$ cat src/rtl/gpio_port_pkg.sv
package gpio_port_pkg;
  localparam int PIN_N   = 8;   // pins in the port
  localparam int STB_LSB = 3;   // lowest pin carrying a forced strobe
  localparam int STB_N   = 4;   // number of forced strobe pins
  localparam int CTL_N   = 3;   // low pins that the bus controller may claim
  localparam int MODE_W  = 3;
  localparam logic [MODE_W-1:0] MODE_SINGLE = 3'd7;

  typedef enum logic [1:0] {
    SEL_NONE,
    SEL_DIR,
    SEL_DAT,
    SEL_PIN
  } reg_sel_e;

  // Power-on direction value: only the top pin starts as an output, and only in expanded modes.
  function automatic logic [PIN_N-1:0] dir_default(input logic expanded);
    return {expanded, {(PIN_N-1){1'b0}}};
  endfunction
endpackage

$ cat src/rtl/gpio_rst_sync.sv
module gpio_rst_sync #(
  parameter int STAGES = 2
) (
  input  logic clk,
  input  logic arst_n,
  output logic rst_n_o
);
  logic [STAGES-1:0] sh_q;

  always_ff @(posedge clk or negedge arst_n) begin
    if (!arst_n) sh_q <= '0;
    else         sh_q <= {sh_q[STAGES-2:0], 1'b1};
  end

  assign rst_n_o = sh_q[STAGES-1];
endmodule

$ cat src/rtl/gpio_regfile.sv
module gpio_regfile
  import gpio_port_pkg::*;
#(
  parameter int ADDR_W = 16,
  parameter logic [ADDR_W-1:0] DIR_ADDR = 16'hFE3E,
  parameter logic [ADDR_W-1:0] DAT_ADDR = 16'hFF0E,
  parameter logic [ADDR_W-1:0] PIN_ADDR = 16'hFFBE
) (
  input  logic              clk,
  input  logic              rst_n,
  input  logic              expanded,
  input  logic              hw_stby,
  input  logic              sw_stby,
  input  logic              man_rst,
  input  logic [ADDR_W-1:0] addr,
  input  logic [PIN_N-1:0]  wdata,
  input  logic              wr_en,
  input  logic              rd_en,
  input  logic [PIN_N-1:0]  pin_in,
  output logic [PIN_N-1:0]  rdata,
  output logic [PIN_N-1:0]  dir_eff,
  output logic [PIN_N-1:0]  dat_out
);
  reg_sel_e         sel;
  logic             wr_ok;
  logic [PIN_N-1:0] dir_q, dir_d;
  logic             dflt_q, dflt_d;
  logic [PIN_N-1:0] dat_q, dat_d;
  logic             dir_en, dat_en;
  logic [PIN_N-1:0] pin_q;
  logic [PIN_N-1:0] rd_mux;
  logic [PIN_N-1:0] rdata_q;

  // Address decode
  always_comb begin
    if (addr == DIR_ADDR)      sel = SEL_DIR;
    else if (addr == DAT_ADDR) sel = SEL_DAT;
    else if (addr == PIN_ADDR) sel = SEL_PIN;
    else                       sel = SEL_NONE;
  end

  // Writes are dropped in either standby and in a manual-reset cycle.
  assign wr_ok = wr_en & ~hw_stby & ~sw_stby & ~man_rst;

  // Next state. The direction register keeps a "still at default" flag, so that its
  // power-on value can follow the mode input without a non-constant asynchronous reset.
  always_comb begin
    dir_d  = dir_q;
    dflt_d = dflt_q;
    dat_d  = dat_q;
    dir_en = 1'b0;
    dat_en = 1'b0;
    if (hw_stby) begin
      dflt_d = 1'b1;
      dir_en = 1'b1;
      dat_d  = '0;
      dat_en = 1'b1;
    end else if (man_rst) begin
      dat_d  = '0;
      dat_en = 1'b1;
    end else if (wr_ok) begin
      unique case (sel)
        SEL_DIR: begin
          dir_d  = wdata;
          dflt_d = 1'b0;
          dir_en = 1'b1;
        end
        SEL_DAT: begin
          dat_d  = wdata;
          dat_en = 1'b1;
        end
        default: ;
      endcase
    end
  end

  always_ff @(posedge clk or negedge rst_n) begin
    if (!rst_n) begin
      dir_q  <= '0;
      dflt_q <= 1'b1;
    end else if (dir_en) begin
      dir_q  <= dir_d;
      dflt_q <= dflt_d;
    end
  end

  always_ff @(posedge clk or negedge rst_n) begin
    if (!rst_n)      dat_q <= '0;
    else if (dat_en) dat_q <= dat_d;
  end

  // Pin levels are sampled every clock and carry no reset value.
  always_ff @(posedge clk) begin
    pin_q <= pin_in;
  end

  assign dir_eff = dflt_q ? dir_default(expanded) : dir_q;
  assign dat_out = dat_q;

  // Read data
  always_comb begin
    unique case (sel)
      SEL_DIR: rd_mux = '1;
      SEL_DAT: rd_mux = dat_q;
      SEL_PIN: rd_mux = pin_q;
      default: rd_mux = '0;
    endcase
  end

  always_ff @(posedge clk or negedge rst_n) begin
    if (!rst_n)     rdata_q <= '0;
    else if (rd_en) rdata_q <= rd_mux;
  end

  assign rdata = rdata_q;
endmodule

$ cat src/rtl/gpio_pin_mux.sv
module gpio_pin_mux
  import gpio_port_pkg::*;
(
  input  logic             expanded,
  input  logic [PIN_N-1:0] dir,
  input  logic [PIN_N-1:0] dat,
  input  logic [STB_N-1:0] stb_val,
  input  logic [CTL_N-1:0] ctl_en,
  input  logic [CTL_N-1:0] ctl_val,
  input  logic [CTL_N-1:0] ctl_oe,
  output logic [PIN_N-1:0] val,
  output logic [PIN_N-1:0] oe,
  output logic [PIN_N-1:0] bc_mask
);
  for (genvar i = 0; i < PIN_N; i++) begin : g_pin
    if (i >= STB_LSB && i < STB_LSB + STB_N) begin : g_stb
      // Forced strobe pins: direction bits are ignored in expanded modes.
      assign bc_mask[i] = expanded;
      assign val[i]     = expanded ? stb_val[i-STB_LSB] : dat[i];
      assign oe[i]      = expanded | dir[i];
    end else if (i < CTL_N) begin : g_ctl
      // Low pins that the bus controller can claim one by one.
      logic claim;
      assign claim      = expanded & ctl_en[i];
      assign bc_mask[i] = claim;
      assign val[i]     = claim ? ctl_val[i] : dat[i];
      assign oe[i]      = claim ? ctl_oe[i]  : dir[i];
    end else begin : g_port
      // Plain port pin in every mode.
      assign bc_mask[i] = 1'b0;
      assign val[i]     = dat[i];
      assign oe[i]      = dir[i];
    end
  end
endmodule

$ cat src/rtl/gpio_stby_hold.sv
module gpio_stby_hold
  import gpio_port_pkg::*;
(
  input  logic             clk,
  input  logic             rst_n,
  input  logic             hw_stby,
  input  logic             sw_stby,
  input  logic             keep,
  input  logic [PIN_N-1:0] live_val,
  input  logic [PIN_N-1:0] live_oe,
  input  logic [PIN_N-1:0] live_mask,
  output logic [PIN_N-1:0] pin_out,
  output logic [PIN_N-1:0] pin_oe
);
  logic             cap_en;
  logic [PIN_N-1:0] hv_q, ho_q, hm_q;

  // Capture the live drive on every clock outside software standby.
  assign cap_en = ~sw_stby;

  always_ff @(posedge clk or negedge rst_n) begin
    if (!rst_n) begin
      hv_q <= '0;
      ho_q <= '0;
      hm_q <= '0;
    end else if (cap_en) begin
      hv_q <= live_val;
      ho_q <= live_oe;
      hm_q <= live_mask;
    end
  end

  for (genvar i = 0; i < PIN_N; i++) begin : g_out
    always_comb begin
      if (hw_stby) begin
        pin_out[i] = 1'b0;
        pin_oe[i]  = 1'b0;
      end else if (sw_stby && hm_q[i]) begin
        pin_out[i] = hv_q[i];
        pin_oe[i]  = keep & ho_q[i];
      end else begin
        pin_out[i] = live_val[i];
        pin_oe[i]  = live_oe[i];
      end
    end
  end
endmodule

$ cat src/rtl/gpio_port_ctl.sv
module gpio_port_ctl
  import gpio_port_pkg::*;
#(
  parameter int ADDR_W = 16,
  parameter logic [ADDR_W-1:0] DIR_ADDR = 16'hFE3E,
  parameter logic [ADDR_W-1:0] DAT_ADDR = 16'hFF0E,
  parameter logic [ADDR_W-1:0] PIN_ADDR = 16'hFFBE,
  parameter int SYNC_STAGES = 2
) (
  input  logic              clk,
  input  logic              por_n,
  input  logic              man_rst,
  input  logic [2:0]        mode_sel,
  input  logic              hw_stby,
  input  logic              sw_stby,
  input  logic              stby_keep,
  input  logic [ADDR_W-1:0] bus_addr,
  input  logic [7:0]        bus_wdata,
  input  logic              bus_wr,
  input  logic              bus_rd,
  output logic [7:0]        bus_rdata,
  input  logic [3:0]        bc_stb,
  input  logic [2:0]        bc_ctl_en,
  input  logic [2:0]        bc_ctl_val,
  input  logic [2:0]        bc_ctl_oe,
  input  logic [7:0]        pin_in,
  output logic [7:0]        pin_out,
  output logic [7:0]        pin_oe
);
  logic             rst_int_n;
  logic             expanded;
  logic [PIN_N-1:0] dir_eff, dat_q;
  logic [PIN_N-1:0] live_val, live_oe, live_mask;

  assign expanded = (mode_sel != MODE_SINGLE);

  gpio_rst_sync #(.STAGES(SYNC_STAGES)) u_rst (
    .clk     (clk),
    .arst_n  (por_n),
    .rst_n_o (rst_int_n)
  );

  gpio_regfile #(
    .ADDR_W   (ADDR_W),
    .DIR_ADDR (DIR_ADDR),
    .DAT_ADDR (DAT_ADDR),
    .PIN_ADDR (PIN_ADDR)
  ) u_regs (
    .clk      (clk),
    .rst_n    (rst_int_n),
    .expanded (expanded),
    .hw_stby  (hw_stby),
    .sw_stby  (sw_stby),
    .man_rst  (man_rst),
    .addr     (bus_addr),
    .wdata    (bus_wdata),
    .wr_en    (bus_wr),
    .rd_en    (bus_rd),
    .pin_in   (pin_in),
    .rdata    (bus_rdata),
    .dir_eff  (dir_eff),
    .dat_out  (dat_q)
  );

  gpio_pin_mux u_mux (
    .expanded (expanded),
    .dir      (dir_eff),
    .dat      (dat_q),
    .stb_val  (bc_stb),
    .ctl_en   (bc_ctl_en),
    .ctl_val  (bc_ctl_val),
    .ctl_oe   (bc_ctl_oe),
    .val      (live_val),
    .oe       (live_oe),
    .bc_mask  (live_mask)
  );

  gpio_stby_hold u_hold (
    .clk       (clk),
    .rst_n     (rst_int_n),
    .hw_stby   (hw_stby),
    .sw_stby   (sw_stby),
    .keep      (stby_keep),
    .live_val  (live_val),
    .live_oe   (live_oe),
    .live_mask (live_mask),
    .pin_out   (pin_out),
    .pin_oe    (pin_oe)
  );
endmodule

$ cat config.mk
export PLATFORM = sky130hd
export DESIGN_NAME = gpio_port_ctl
export DESIGN_NICKNAME = d
export VERILOG_FILES = /design/src/rtl/gpio_port_pkg.sv /design/src/rtl/gpio_rst_sync.sv /design/src/rtl/gpio_regfile.sv /design/src/rtl/gpio_pin_mux.sv /design/src/rtl/gpio_stby_hold.sv /design/src/rtl/gpio_port_ctl.sv
export SDC_FILE = /design/constraint.sdc
export NUM_CORES = 1
export LEC_CHECK = 0
export BUFFER_PORTS_ARGS = -buffer_cell sky130_fd_sc_hd__buf_4
export CAP_MARGIN = 20
export CORE_MARGIN = 2
export CORE_UTILIZATION = 45
export CTS_CLUSTER_DIAMETER = 200
export DETAILED_ROUTE_END_ITERATION = 6
export GPL_ROUTABILITY_DRIVEN = 0
export PLACE_DENSITY_LB_ADDON = 0.25
export SYNTH_ARGS = -nofsm -noshare
export SYNTH_HDL_FRONTEND = slang
export SYNTH_SLANG_ARGS = --single-unit
export TNS_END_PERCENT = 100
$ cat constraint.sdc
create_clock -name clk -period 2.5 [get_ports clk]
set_input_delay 0.5 -clock clk [delete_from_list [all_inputs] [get_ports clk]]
set_output_delay 0.5 -clock clk [all_outputs]
set_load 0.01 [all_outputs]
# Word level (Yosys, flattened, before mapping)
# Cells that the tools add are included.
dict set report word_totals {
  ff_bits 53
  latchBits 0
  mem_bits_rw 0
  romBits 0
  in_bits 56
  output_inout_bits 24
  wordCells 112
  n_memories 0
}
dict set report op_classes {
  addsub 0
  n_mul 0
  div_mod_pow 0
  n_lt_le_gt_ge 0
  n_eq_ne 8
  shifts 0
  n_mux 61
  bitwise_logic 20
  reduce_logical 14
}
# op count
set ops {}
lappend ops {{2-to-1 mux 1 bit} 52}
lappend ops {{== test 16 bit, second input constant} 3}
lappend ops {{2-to-1 mux 8 bit} 5}
lappend ops {{one-hot mux 8 bit (3 select lines)} 1}
lappend ops {{AND 1 bit} 13}
lappend ops {{logical AND 1 bit} 7}
lappend ops {{2-to-1 mux 2 bit} 3}
lappend ops {{nonzero test 3 bit} 2}
lappend ops {{AND reduction 5 bit} 1}
lappend ops {{== test 2 bit, second input constant} 2}
lappend ops {{bitwise OR 1 bit} 4}
lappend ops {{AND reduction 4 bit} 1}
lappend ops {{nonzero test 2 bit} 2}
lappend ops {{inequality test 3 bit, second input constant} 1}
lappend ops {{NOT 1 bit} 3}
lappend ops {{AND reduction 3 bit} 1}
lappend ops {{== test 2 x 1 -> 1 bit, second input constant} 1}
lappend ops {{inequality test 2 x 1 -> 1 bit, second input constant} 1}

# Logic depth before layout (Yosys ltp)
dict set report logic_depth {
  depth_word 10
  ltp_mapped 7
  ltp_nobuf 4
}

# Cells and area by module
# Synthesis repeated with hierarchy kept, for this count alone.
dict set report unflattened {
  cells_unflattened 251
  area_unflattened_um2 3059.2
}
# module instances cells_each area_per_inst_um2 seq_area_each_um2
set modules_own_cells {}
lappend modules_own_cells {gpio_regfile 1 110 1411.4 787.0}
lappend modules_own_cells {gpio_stby_hold 1 105 1308.8 600.6}
lappend modules_own_cells {gpio_pin_mux 1 32 280.3 0.0}
lappend modules_own_cells {gpio_rst_sync 1 3 53.8 50.0}
lappend modules_own_cells {gpio_port_ctl 1 1 5.0 0.0}

# Worst setup path after synthesis
# OpenSTA, ideal clock, no wires.
dict set report synth_path {
  path_kind {input-to-output}
  from {input sw_stby}
  to {output pin_out[6]}
  t_arrival_ps 1542
  setup_slack_ps 458
  stages 5
  path_buffers 2
  cell_sequence {buf_2 > nand2_1 > clkbuf_1 > nor2_1 > a311oi_1}
}
dict set report synth_between {
  elab_chain_len 3
}
# item line_no
set synth_lines {}
lappend synth_lines {{start, declared} gpio_port_ctl.sv:15} ;# input logic sw_stby,
lappend synth_lines {{logical AND 1 bit} gpio_stby_hold.sv:38} ;# end else if (sw_stby && hm_q[i]) begin
lappend synth_lines {{2-to-1 mux 1 bit} gpio_stby_hold.sv:38}
lappend synth_lines {{2-to-1 mux 1 bit} gpio_stby_hold.sv:35} ;# if (hw_stby) begin
lappend synth_lines {{end, declared} gpio_port_ctl.sv:27} ;# output logic [7:0] pin_out,
# Every way passes these cells.

# Final worst setup path
dict set report layout_path {
  from {input mode_sel[2]}
  to {output pin_oe[2]}
}
dict set report layout_between {
  elab_chain_len 5
}
# item line_no
set layout_lines {}
lappend layout_lines {{start, declared} gpio_port_ctl.sv:13} ;# input logic [2:0] mode_sel,
lappend layout_lines {{inequality test 3 bit} gpio_port_ctl.sv:35} ;# assign expanded = (mode_sel != MODE_SINGLE);
lappend layout_lines {{AND 1 bit} gpio_pin_mux.sv:24} ;# assign claim = expanded & ctl_en[i];
lappend layout_lines {{2-to-1 mux 1 bit} gpio_pin_mux.sv:27} ;# assign oe[i] = claim ? ctl_oe[i] : dir[i];
lappend layout_lines {{2-to-1 mux 1 bit} gpio_stby_hold.sv:38}
lappend layout_lines {{2-to-1 mux 1 bit} gpio_stby_hold.sv:35}
lappend layout_lines {{end, declared} gpio_port_ctl.sv:28} ;# output logic [7:0] pin_oe
# Every way passes these cells.

==> metrics.cfg <==
[worst_setup_path]
endpoint=pin_oe[2]
path_class=primary input to output port
cp_cell_sequence=buf_4 -> nand3_1 -> nand2_1 -> mux2_2 -> a32o_1 -> buf_4
cp.arrival_ns=1.80
cp_max_fo=7
rrSetupSlack_ns=1.13
crit_path_end_kind=output port
setup.worst_path.start=mode_sel[2]
max_stage_delay_ns=0.36
timing.rr.end=u_hold.ho_q[2]$_DFFE_PN0N_
required_ns=2.00
start_kind=primary input
slowest_stage=mux2_2
crit_top_cell=buf_4
rr_worst_depth=3
reg2reg_from=u_regs.dflt_q$_DFFE_PN1P_

[timing]
period_needed_ns=2.298
max-slew-margin-rel_pct=35.87
fin_setup_tns_ns=0
fin_ws_ns=0.2025
worst_pin_slew_ns=0.9619
maxSlewViolCount=0
setup-violations-final=0
fmax_mhz=435.2
rsz0062_at_grt=no
fin_crit_sh_pct=91.90
fin_skew_ns=0.006223
hold_viol_final=0
holdWs_ns=0.2960

[power]
seq_power_share_pct=56.2
irDropWorstVdd_uv=385.1
switching_share_pct=25.45
p_per_area_nw_per_um2=505.1
intPower_uw=1233
p_sw_uw=420.7
p_comb_share_pct=15.7
clkPwrFrac_pct=28.1
power.leakage_uw=0.001588

[logic_synthesis]
synth_top_area_share_pct=43.22
synth_fa_ha_area_share_pct=0
synthSimpleGateAreaFrac_pct=20.68
synth_seq_cells=53
synth_largest_area_cell=dfrtp_1
syn_area_um2=2547
synthArstFlopShare_pct=84.91
yosysSeqAreaShare_pct=50.54
syn-instance-count=244
synthFlopType=dfrtp_1
ys_types=38
synth_area_per_cell_um2=10.44
synth.area.mux_share_pct=8.546
yosysWarnings=0
synth_compound_area_share_pct=16.55
synth_xor_area_share_pct=0
synthTopCellsByArea=dfrtp_1 43%, dfxtp_1 6.3%, nor2_1 5.5%
syn_nets=300
synth_top_family_by_area=simple AND/OR/NAND/NOR gates
synth_edf_count=0

[detailed_routing]
first_pass_iters=7
final_antenna_net_count=0
vias_per_cell=5.327
routedWlPerCell_um=15.15
wirelength_mm=5.940
drtIter0Drc=137
vias=2088
drcViolationCount=0

[placed_design]
io_buffers=79
dpl.cell_count=383
hpwlAfterDp_mm=4.394
dp_slack_ns=0.1984

[clocking]
post_cts_buffers=0
cts.htree.levels=2
cts_resized=0
clockRootBuffer=clkbuf_8
clk_pin_slew_worst_paths_ns=0.09
clk_latency_ns=0.30
cts_buffers=5
cts.sink_count=53
cts_tree=built
clk_path_buf_depth=2

[run]
maxCapViolCount=0

[global_routing]
antenna_found_initial=0
grt_max_degree=44
overflow=0
grt_first_pass_wirelength_mm=9.625
track_usage_pct=19.70
grt_pass1_vias=2004

[finish]
stdcell_count=392
fillCellCount=505
area_growth_pct=28.49
finalNetCount=375
drive_gt1_share_pct=35.63
antennaDiodeCount=0

[die]
num_rows=27
die_y_um=79.24
ioPinCount=80
core_um2=5473
initial_utilization_pct=46.55
die_w_um=79.24
dieArea_um2=6279

[worst_hold_path]
hold_path_class=primary input to flop

[status]
run_status=finished clean

==> layer usage <==
metal / GRT usage, % / vias to the layer above / share of wire, %
met5: 0 / - / 0
met4: 5.517 / 0 / 0.32
met3: 5.682 / 2 / 7.1
met2: 30.76 / 82 / 47
met1: 26.84 / 979 / 46
li1: - / 1025 / -
==> worst max-delay path, delay by kind of cell <==
family,cells,cell delay (ns)
AND/OR/NAND/NOR,2,0.49
buffers and inverters,2,0.22
AO/OA/AOI/OAI,1,0.22
multiplexers,1,0.36
==> per-stage QoR <==
stage                     instance area (um^2)  util (%)  total power [uW]
final                                     3273     59.81              1653
after global routing                      3273     59.81              1736
after CTS                                 3273     59.81              1670
after detailed placement                  3183     58.16              1207
after global placement                    3183     58.16              1200
after floorplan                           2547         -              1063
==> kinds of logic (layout without fill, tap and decap cells) <==
kind of cell           after synthesis  after routing
buffers and inverters               20             96
other                                1              1
multiplexers                        17             17
flip-flops                          53             53
AO/OA/AOI/OAI                       60             60
AND/OR/NAND/NOR                     93             93
==> area by class of cell <==
type | count | area (um^2) | share of cell area, %
tap | 72 | 90.09 | 2.752
timing repair buffer | 83 | 625.6 | 19.11
clock buffer | 8 | 80.08 | 2.446
inverter | 5 | 18.77 | 0.5734
sequential | 53 | 1289 | 39.37
multi-input combinational | 171 | 1170 | 35.74
==> Yosys cell counts, types with 2 or more instances <==
master	n
a21oi_1	15
mux2_4	8
a31oi_1	7
o21ai_0	12
buf_4	3
and3_1	4
nor4_4	2
nand3_1	2
nand2b_1	4
nor2b_1	5
nand4_1	8
nand2_1	23
a22o_1	8
buf_2	3
clkbuf_1	8
nor2_1	37
mux2i_1	3
a211oi_1	4
dfxtp_1	8
mux2_2	6
a32o_1	3
inv_1	4
o21a_1	2
a311oi_1	8
dfrtp_1	44
==> registers in the layout, summed over array words and instances, names as in the netlist <==
register / cells
u_hold.ho_q: 7
u_hold.hv_q: 7
u_regs.rdata: 8
u_regs.dir_q: 8
u_regs.dflt_q: 1
u_hold.hm_q: 4
u_regs.pin_q: 8
u_rst.sh_q: 2
u_regs.dat_out: 8
==> worst min-delay path by stage <==
stage / start / slack [ns] / cells after the start / end
2_1_floorplan: por_n / 0.20 / 0 / u_rst.sh_q[0]$_DFF_PN0_
3_3_place_gp: por_n / 0.28 / 1 / u_rst.sh_q[0]$_DFF_PN0_
3_5_place_dp: por_n / 0.28 / 1 / u_rst.sh_q[0]$_DFF_PN0_
4_1_cts: pin_in[5] / 0.29 / 1 / u_regs.pin_q[5]$_DFF_P_
5_1_grt: pin_in[1] / 0.28 / 1 / u_regs.pin_q[1]$_DFF_P_
6_report: pin_in[5] / 0.30 / 1 / u_regs.pin_q[5]$_DFF_P_
==> power groups by stage <==
stage	logic (uW)	clock network, uW	registers, uW
finish	260	464	929
global route	283	516	937
CTS	262	478	929
detailed placement	261	0	946
global placement	254	0	946
floorplan	120	0	942
==> placed cells by master, fill, tap and decap left out, types with 5 or more instances in the layout <==
cell type  instances
buf_4             82
dfrtp_1           43
nor2_1            37
nand2_1           23
a21oi_1           15
o21ai_0           12
a311oi_1           8
a22o_1             8
nand4_1            8
mux2_4             8
dfxtp_1            8
a31oi_1            7
mux2_2             6
nor2b_1            5
clkbuf_8           5
==> timing repair <==
| action | 4_1_cts | 5_1_grt |
|---|---|---|
| hold buffers | 1 | 0 |
| endpoints found under the setup margin | 0 | 0 |
| endpoints found under the hold margin | 2 | 0 |
Power figures use the tool's default switching activity.
